## src/rtl/fir_pkg.sv

```systemverilog
package fir_pkg;

  // full-precision sum width: product plus growth over n terms
  function automatic int acc_width(input int sw, input int cw, input int n);
    return sw + cw + $clog2(n);
  endfunction

  // edges from sample capture to visible result
  function automatic int pipe_latency(input int n);
    return n + 2;
  endfunction

endpackage

```

## src/rtl/fir_delay2.sv

```systemverilog
module fir_delay2 #(
  parameter int W = 16
) (
  input  logic                clk_i,
  input  logic                rst_ni,
  input  logic signed [W-1:0] d_i,
  output logic signed [W-1:0] q_o
);
  logic signed [W-1:0] stg_q;

  always_ff @(posedge clk_i or negedge rst_ni) begin
    if (!rst_ni) begin
      stg_q <= '0;
      q_o   <= '0;
    end else begin
      stg_q <= d_i;
      q_o   <= stg_q;
    end
  end
endmodule

```

## src/rtl/fir_mac_cell.sv

```systemverilog
module fir_mac_cell #(
  parameter int                     SW   = 16,
  parameter int                     CW   = 16,
  parameter int                     AW   = 35,
  parameter logic signed [CW-1:0]   COEF = '0
) (
  input  logic                 clk_i,
  input  logic                 rst_ni,
  input  logic signed [SW-1:0] x_i,
  input  logic signed [AW-1:0] sum_i,
  output logic signed [AW-1:0] sum_o
);
  localparam int PW = SW + CW;

  logic signed [PW-1:0] prod_q;

  always_ff @(posedge clk_i or negedge rst_ni) begin
    if (!rst_ni) begin
      prod_q <= '0;
      sum_o  <= '0;
    end else begin
      prod_q <= PW'(x_i) * PW'(COEF);
      sum_o  <= sum_i + AW'(prod_q);
    end
  end
endmodule

```

## src/rtl/fir_valid_pipe.sv

```systemverilog
module fir_valid_pipe #(
  parameter int DEPTH = 11
) (
  input  logic clk_i,
  input  logic rst_ni,
  input  logic v_i,
  output logic v_o
);
  logic [DEPTH-1:0] sr_q;

  generate
    if (DEPTH == 1) begin : g_one
      always_ff @(posedge clk_i or negedge rst_ni) begin
        if (!rst_ni) sr_q <= '0;
        else         sr_q <= v_i;
      end
    end else begin : g_many
      always_ff @(posedge clk_i or negedge rst_ni) begin
        if (!rst_ni) sr_q <= '0;
        else         sr_q <= {sr_q[DEPTH-2:0], v_i};
      end
    end
  endgenerate

  assign v_o = sr_q[DEPTH-1];
endmodule

```

## src/rtl/fir_out_sat.sv

```systemverilog
module fir_out_sat #(
  parameter int AW = 35,
  parameter int OW = 35
) (
  input  logic                 clk_i,
  input  logic                 rst_ni,
  input  logic signed [AW-1:0] acc_i,
  output logic signed [OW-1:0] res_o
);
  generate
    if (OW >= AW) begin : g_wide
      always_ff @(posedge clk_i or negedge rst_ni) begin
        if (!rst_ni) res_o <= '0;
        else         res_o <= OW'(acc_i);
      end
    end else begin : g_clamp
      localparam logic signed [AW-1:0] HI = {{(AW-OW+1){1'b0}}, {(OW-1){1'b1}}};
      localparam logic signed [AW-1:0] LO = {{(AW-OW+1){1'b1}}, {(OW-1){1'b0}}};
      always_ff @(posedge clk_i or negedge rst_ni) begin
        if (!rst_ni)         res_o <= '0;
        else if (acc_i > HI) res_o <= HI[OW-1:0];
        else if (acc_i < LO) res_o <= LO[OW-1:0];
        else                 res_o <= acc_i[OW-1:0];
      end
    end
  endgenerate
endmodule

```

## src/rtl/fir_systolic.sv

```systemverilog
module fir_systolic #(
  parameter int                   N     = 8,
  parameter int                   SW    = 16,
  parameter int                   CW    = 16,
  parameter logic signed [CW-1:0] COEFS [N] = '{16'sh8000, 16'sd1200, -16'sd3, 16'sd517,
                                                16'sh7FFF, -16'sd900, 16'sd64, 16'sd5},
  parameter int                   OW    = fir_pkg::acc_width(SW, CW, N)
) (
  input  logic                 clk_i,
  input  logic                 rst_ni,
  input  logic                 valid_i,
  input  logic signed [SW-1:0] sample_i,
  output logic                 valid_o,
  output logic signed [OW-1:0] result_o
);
  localparam int AW  = fir_pkg::acc_width(SW, CW, N);
  localparam int LAT = fir_pkg::pipe_latency(N);

  logic signed [SW-1:0] x_q;
  logic signed [SW-1:0] xs   [N];
  logic signed [AW-1:0] sums [N];

  // gaps enter as zero samples; only this register sees sample_i
  always_ff @(posedge clk_i or negedge rst_ni) begin
    if (!rst_ni)      x_q <= '0;
    else if (valid_i) x_q <= sample_i;
    else              x_q <= '0;
  end

  assign xs[0] = x_q;

  generate
    for (genvar k = 0; k < N; k++) begin : g_tap
      logic signed [AW-1:0] sum_in;

      if (k == 0) begin : g_head
        assign sum_in = '0;
      end else begin : g_link
        assign sum_in = sums[k-1];
        fir_delay2 #(.W(SW)) u_dly (
          .clk_i  (clk_i),
          .rst_ni (rst_ni),
          .d_i    (xs[k-1]),
          .q_o    (xs[k])
        );
      end

      fir_mac_cell #(
        .SW   (SW),
        .CW   (CW),
        .AW   (AW),
        .COEF (COEFS[k])
      ) u_mac (
        .clk_i  (clk_i),
        .rst_ni (rst_ni),
        .x_i    (xs[k]),
        .sum_i  (sum_in),
        .sum_o  (sums[k])
      );
    end
  endgenerate

  fir_out_sat #(.AW(AW), .OW(OW)) u_out (
    .clk_i  (clk_i),
    .rst_ni (rst_ni),
    .acc_i  (sums[N-1]),
    .res_o  (result_o)
  );

  fir_valid_pipe #(.DEPTH(LAT + 1)) u_vld (
    .clk_i  (clk_i),
    .rst_ni (rst_ni),
    .v_i    (valid_i),
    .v_o    (valid_o)
  );
endmodule

```

## config.mk

```make
export PLATFORM = sky130hd
export DESIGN_NAME = fir_systolic
export DESIGN_NICKNAME = d
export VERILOG_FILES = /design/src/rtl/fir_pkg.sv /design/src/rtl/fir_delay2.sv /design/src/rtl/fir_mac_cell.sv /design/src/rtl/fir_valid_pipe.sv /design/src/rtl/fir_out_sat.sv /design/src/rtl/fir_systolic.sv
export SDC_FILE = /design/constraint.sdc
export NUM_CORES = 2
export LEC_CHECK = 0
export BUFFER_PORTS_ARGS = -buffer_cell sky130_fd_sc_hd__buf_2
export CAP_MARGIN = 20
export CORE_MARGIN = 2
export CORE_UTILIZATION = 66
export DETAILED_ROUTE_END_ITERATION = 12
export GPL_ROUTABILITY_DRIVEN = 0
export PLACE_DENSITY = 0.83
export SYNTH_ARGS = -nofsm -noshare
export SYNTH_HDL_FRONTEND = slang
export SYNTH_HIERARCHICAL = 1
export SYNTH_SLANG_ARGS = --single-unit
```

## constraint.sdc

```tcl
create_clock -name clk_i -period 17.1 [get_ports clk_i]
set_clock_uncertainty 0.1 [all_clocks]
set_input_delay 0.855 -clock clk_i [delete_from_list [all_inputs] [get_ports clk_i]]
set_output_delay 0.855 -clock clk_i [all_outputs]
set_load 0.05 [all_outputs]
```

==> impl_metrics.toml <==
[outcome]
run_status = "finished, final reports clean"

[grt]
globalRouteTotalUtil = 0.280
grtUsageMet1 = 0.298
met2_usage = 0.521
grt_first_pass_wirelength_um = 174000
antenna_found_initial = 0
overflow = 0
grt_busiest_layer = "met2"
grt_pass1_vias = 35600
grt_max_degree = 182
use_met3 = 0.0349

[die]
start_util = 0.666
fp.dieArea_mm2 = 0.0772
fp.dieW_um = 278
dieHeight_um = 278
io_pins = 55
coreArea_mm2 = 0.0743
core.rowCount = 100

[yosys]
yosysUniqueCellTypes = 130
ys_ff_latch = 746
synth-async-reset-ratio = 1.00
synth-edff-count = 0
yosysSeqAreaShare = 0.377
syn_avg_cell_area_um2 = 10.8
yosys_warnings = 6
syn-cell-area_mm2 = 0.0495
syn_inst = 4575
synth-main-ff-cell = "dfrtp_1"

[setup_path]
critPathKind = "reg2reg"
r2r_start = "g_tap[4].g_link.u_dly/q_o[6]"
r2r_slack_ps = 10730
cp-end-kind = "flip-flop"
critPathLaunchType = "flip-flop"
arrival_ps = 6830
r2r-end = "g_tap[4].u_mac/prod_q[30]"
path_delay_family = "adder cells"
cp.depth = 19
cp_cell_sequence = "inv_1, fa_1, xor2_1, ha_1, fa_1, fa_1, fa_1, inv_1, fa_1, inv_1, ha_1, nand2_1, a31oi_1, or2_2, a221o_2, a21o_2, a211o_1, a31oi_1, xnor2_1"
crit_fanout = 6
crit_path_start = "g_tap[4].g_link.u_dly/q_o[6]"
cpPeakStageDelay_ps = 710
path_common_cell = "fa_1"
endpoint = "g_tap[4].u_mac/prod_q[30]"
cp_slowest_cell = "fa_1"
crit_required_ps = 17560
r2r.worst_path.cells = 19
path_buf_inv = 3

[routing]
dr.pass1.iters = 6
wl_per_cell_um = 18.7
drtIter0Drc = 2240
drc_errors = 0
finalWirelength_um = 107000
ant_nets = 0
vias = 34100
routed_via_density = 5.96

[clock_network]
htreeDepth = 3
cts_tree = "built"
clk_latency_ps = 660
cts-root-buf = "clkbuf_16"
cts_hold_buf = 0
clockBufferDepth = 3
cts_setup_buffers = 0
clk_pin_slew_ps = 60
cts_resized = 0
cts_inserted_buffers = 79
cts_sinks = 746

[sta]
relSlewSlack = 0.358
worst_pin_slew_ps = 962
drv_slew = 0
setup_viol = 0
layout_setup_ws_ps = 10730
rsz0062_at_grt = "false"
min_period_ps = 6370
tns_ps = 0
post-route-period-util = 0.373
fmax_mhz = 157
hold_violations = 0

[place]
dp_hpwl_um = 81000
place_ws_ps = 10760
port_buffers = 54
dp_cells = 5566

[cells_and_area]
fin_cells = 5715
fin_nets = 5601
final_common_cell = "dfrtp_1"
fillers = 4990
final_cell_mix = "745 x dfrtp_1, 665 x ha_1, 504 x inv_1"
diodes = 0
area_growth_pct = 8.47
drive_gt1_frac = 0.0731

[worst_hold_path]
hold_class = "in2async"

[power_and_ir_drop]
leakage_nw = 26.5
ir_worst_vdd_v = 0.000192
cellPowerDensity_mw_per_mm2 = 218

[job]
cap_violations = 0
==> worst min-delay path by stage <==
stage,cells past startpoint,to,startpoint
6_report,1,u_out/res_o[1],rst_ni
5_1_grt,1,u_out/res_o[0],rst_ni
4_1_cts,1,u_out/res_o[2],rst_ni
3_5_place_dp,0,g_tap[2].g_link.u_dly/q_o[0],g_tap[2].g_link.u_dly/stg_q[0]
3_3_place_gp,0,g_tap[2].g_link.u_dly/q_o[11],g_tap[2].g_link.u_dly/stg_q[11]
2_1_floorplan,0,g_tap[1].g_link.u_dly/q_o[0],g_tap[1].g_link.u_dly/stg_q[0]
==> synthesized netlist by cell type (15+ instances only) <==
cell type	n	share of area
a31oi_1	42	0.0053
xnor2_1	263	0.047
inv_1	504	0.038
nand4_1	54	0.0068
nor2b_1	29	0.0037
and3_1	37	0.0047
o21ai_0	150	0.015
o211ai_1	28	0.0042
nor3_1	53	0.0054
nor2_1	201	0.015
or2_2	22	0.0028
and2_1	23	0.0029
nand2_1	212	0.016
dfrtp_1	746	0.38
nand2b_1	40	0.0051
o21bai_1	57	0.0086
fa_1	237	0.096
clkbuf_1	42	0.0032
a211oi_1	38	0.0058
o21ai_1	26	0.0026
and2_2	15	0.0023
a21o_1	154	0.023
nand3_1	67	0.0068
o21a_1	40	0.0061
ha_1	665	0.17
or3_1	15	0.0019
xor2_1	144	0.025
a21oi_1	328	0.033
==> metal layers <==
layer  up-vias  wire length (um)
met5         -                 0
met1     16600             39000
met3       404              4110
met4         0              7720
met2      1004             55800
li1      16100                 -
==> registers in the layout, summed over array words and instances (netlist names) <==
| signal | flops |
|---|---|
| x_q | 16 |
| u_out/res_o | 35 |
| g_tap.u_mac/sum_o | 280 |
| g_tap.g_link.u_dly/stg_q | 112 |
| g_tap.u_mac/prod_q | 180 |
| g_tap.g_link.u_dly/q_o | 112 |
| u_vld/sr_q | 11 |
==> kinds of logic (layout without fill, tap and decap cells) <==
kind of cell             after synthesis  in the layout  synth area share
flip-flops                           746            746             0.377
AND/OR/NAND/NOR                      836            836            0.0858
adder cells (fa/ha/maj)              902            902             0.264
multiplexers                          21             21           0.00455
other                                  1             36         0.0000758
buffers and inverters                579            715            0.0468
AO/OA/AOI/OAI                       1083           1083             0.150
XOR/XNOR                             407            407            0.0720
==> report_power, final <==
part           total, mW  leakage, nW  internal (mW)  switching [mW]
combinational       7.24         16.1           2.91            4.33
clock               1.84         1.38           1.11           0.736
sequential          2.60         9.02           2.37           0.234
total               11.7         26.5           6.38            5.30
==> metrics by stage <==
stage / utilization / cell area (um^2) / power [mW] / hold WS, ps
floorplan: - / 49600 / 8.08 / 231
CTS: 0.722 / 53600 / 11.6 / 131
finish: 0.722 / 53700 / 11.7 / 110
detailed placement: 0.683 / 50800 / 9.68 / 235
global placement: 0.683 / 50800 / 9.43 / 231
global route: 0.722 / 53700 / 12.6 / 160
==> area by class of cell <==
class,count,area (um^2),area share
Tap cell,969,1210,0.0226
Multi-Input combinational cell,3285,28600,0.533
Clock inverter,41,594,0.0111
Clock buffer,106,2260,0.0421
Sequential cell,746,18700,0.348
Inverter,504,1890,0.0352
Timing Repair Buffer,64,420,0.00783
No activity file was read; power rests on OpenSTA's default activity.
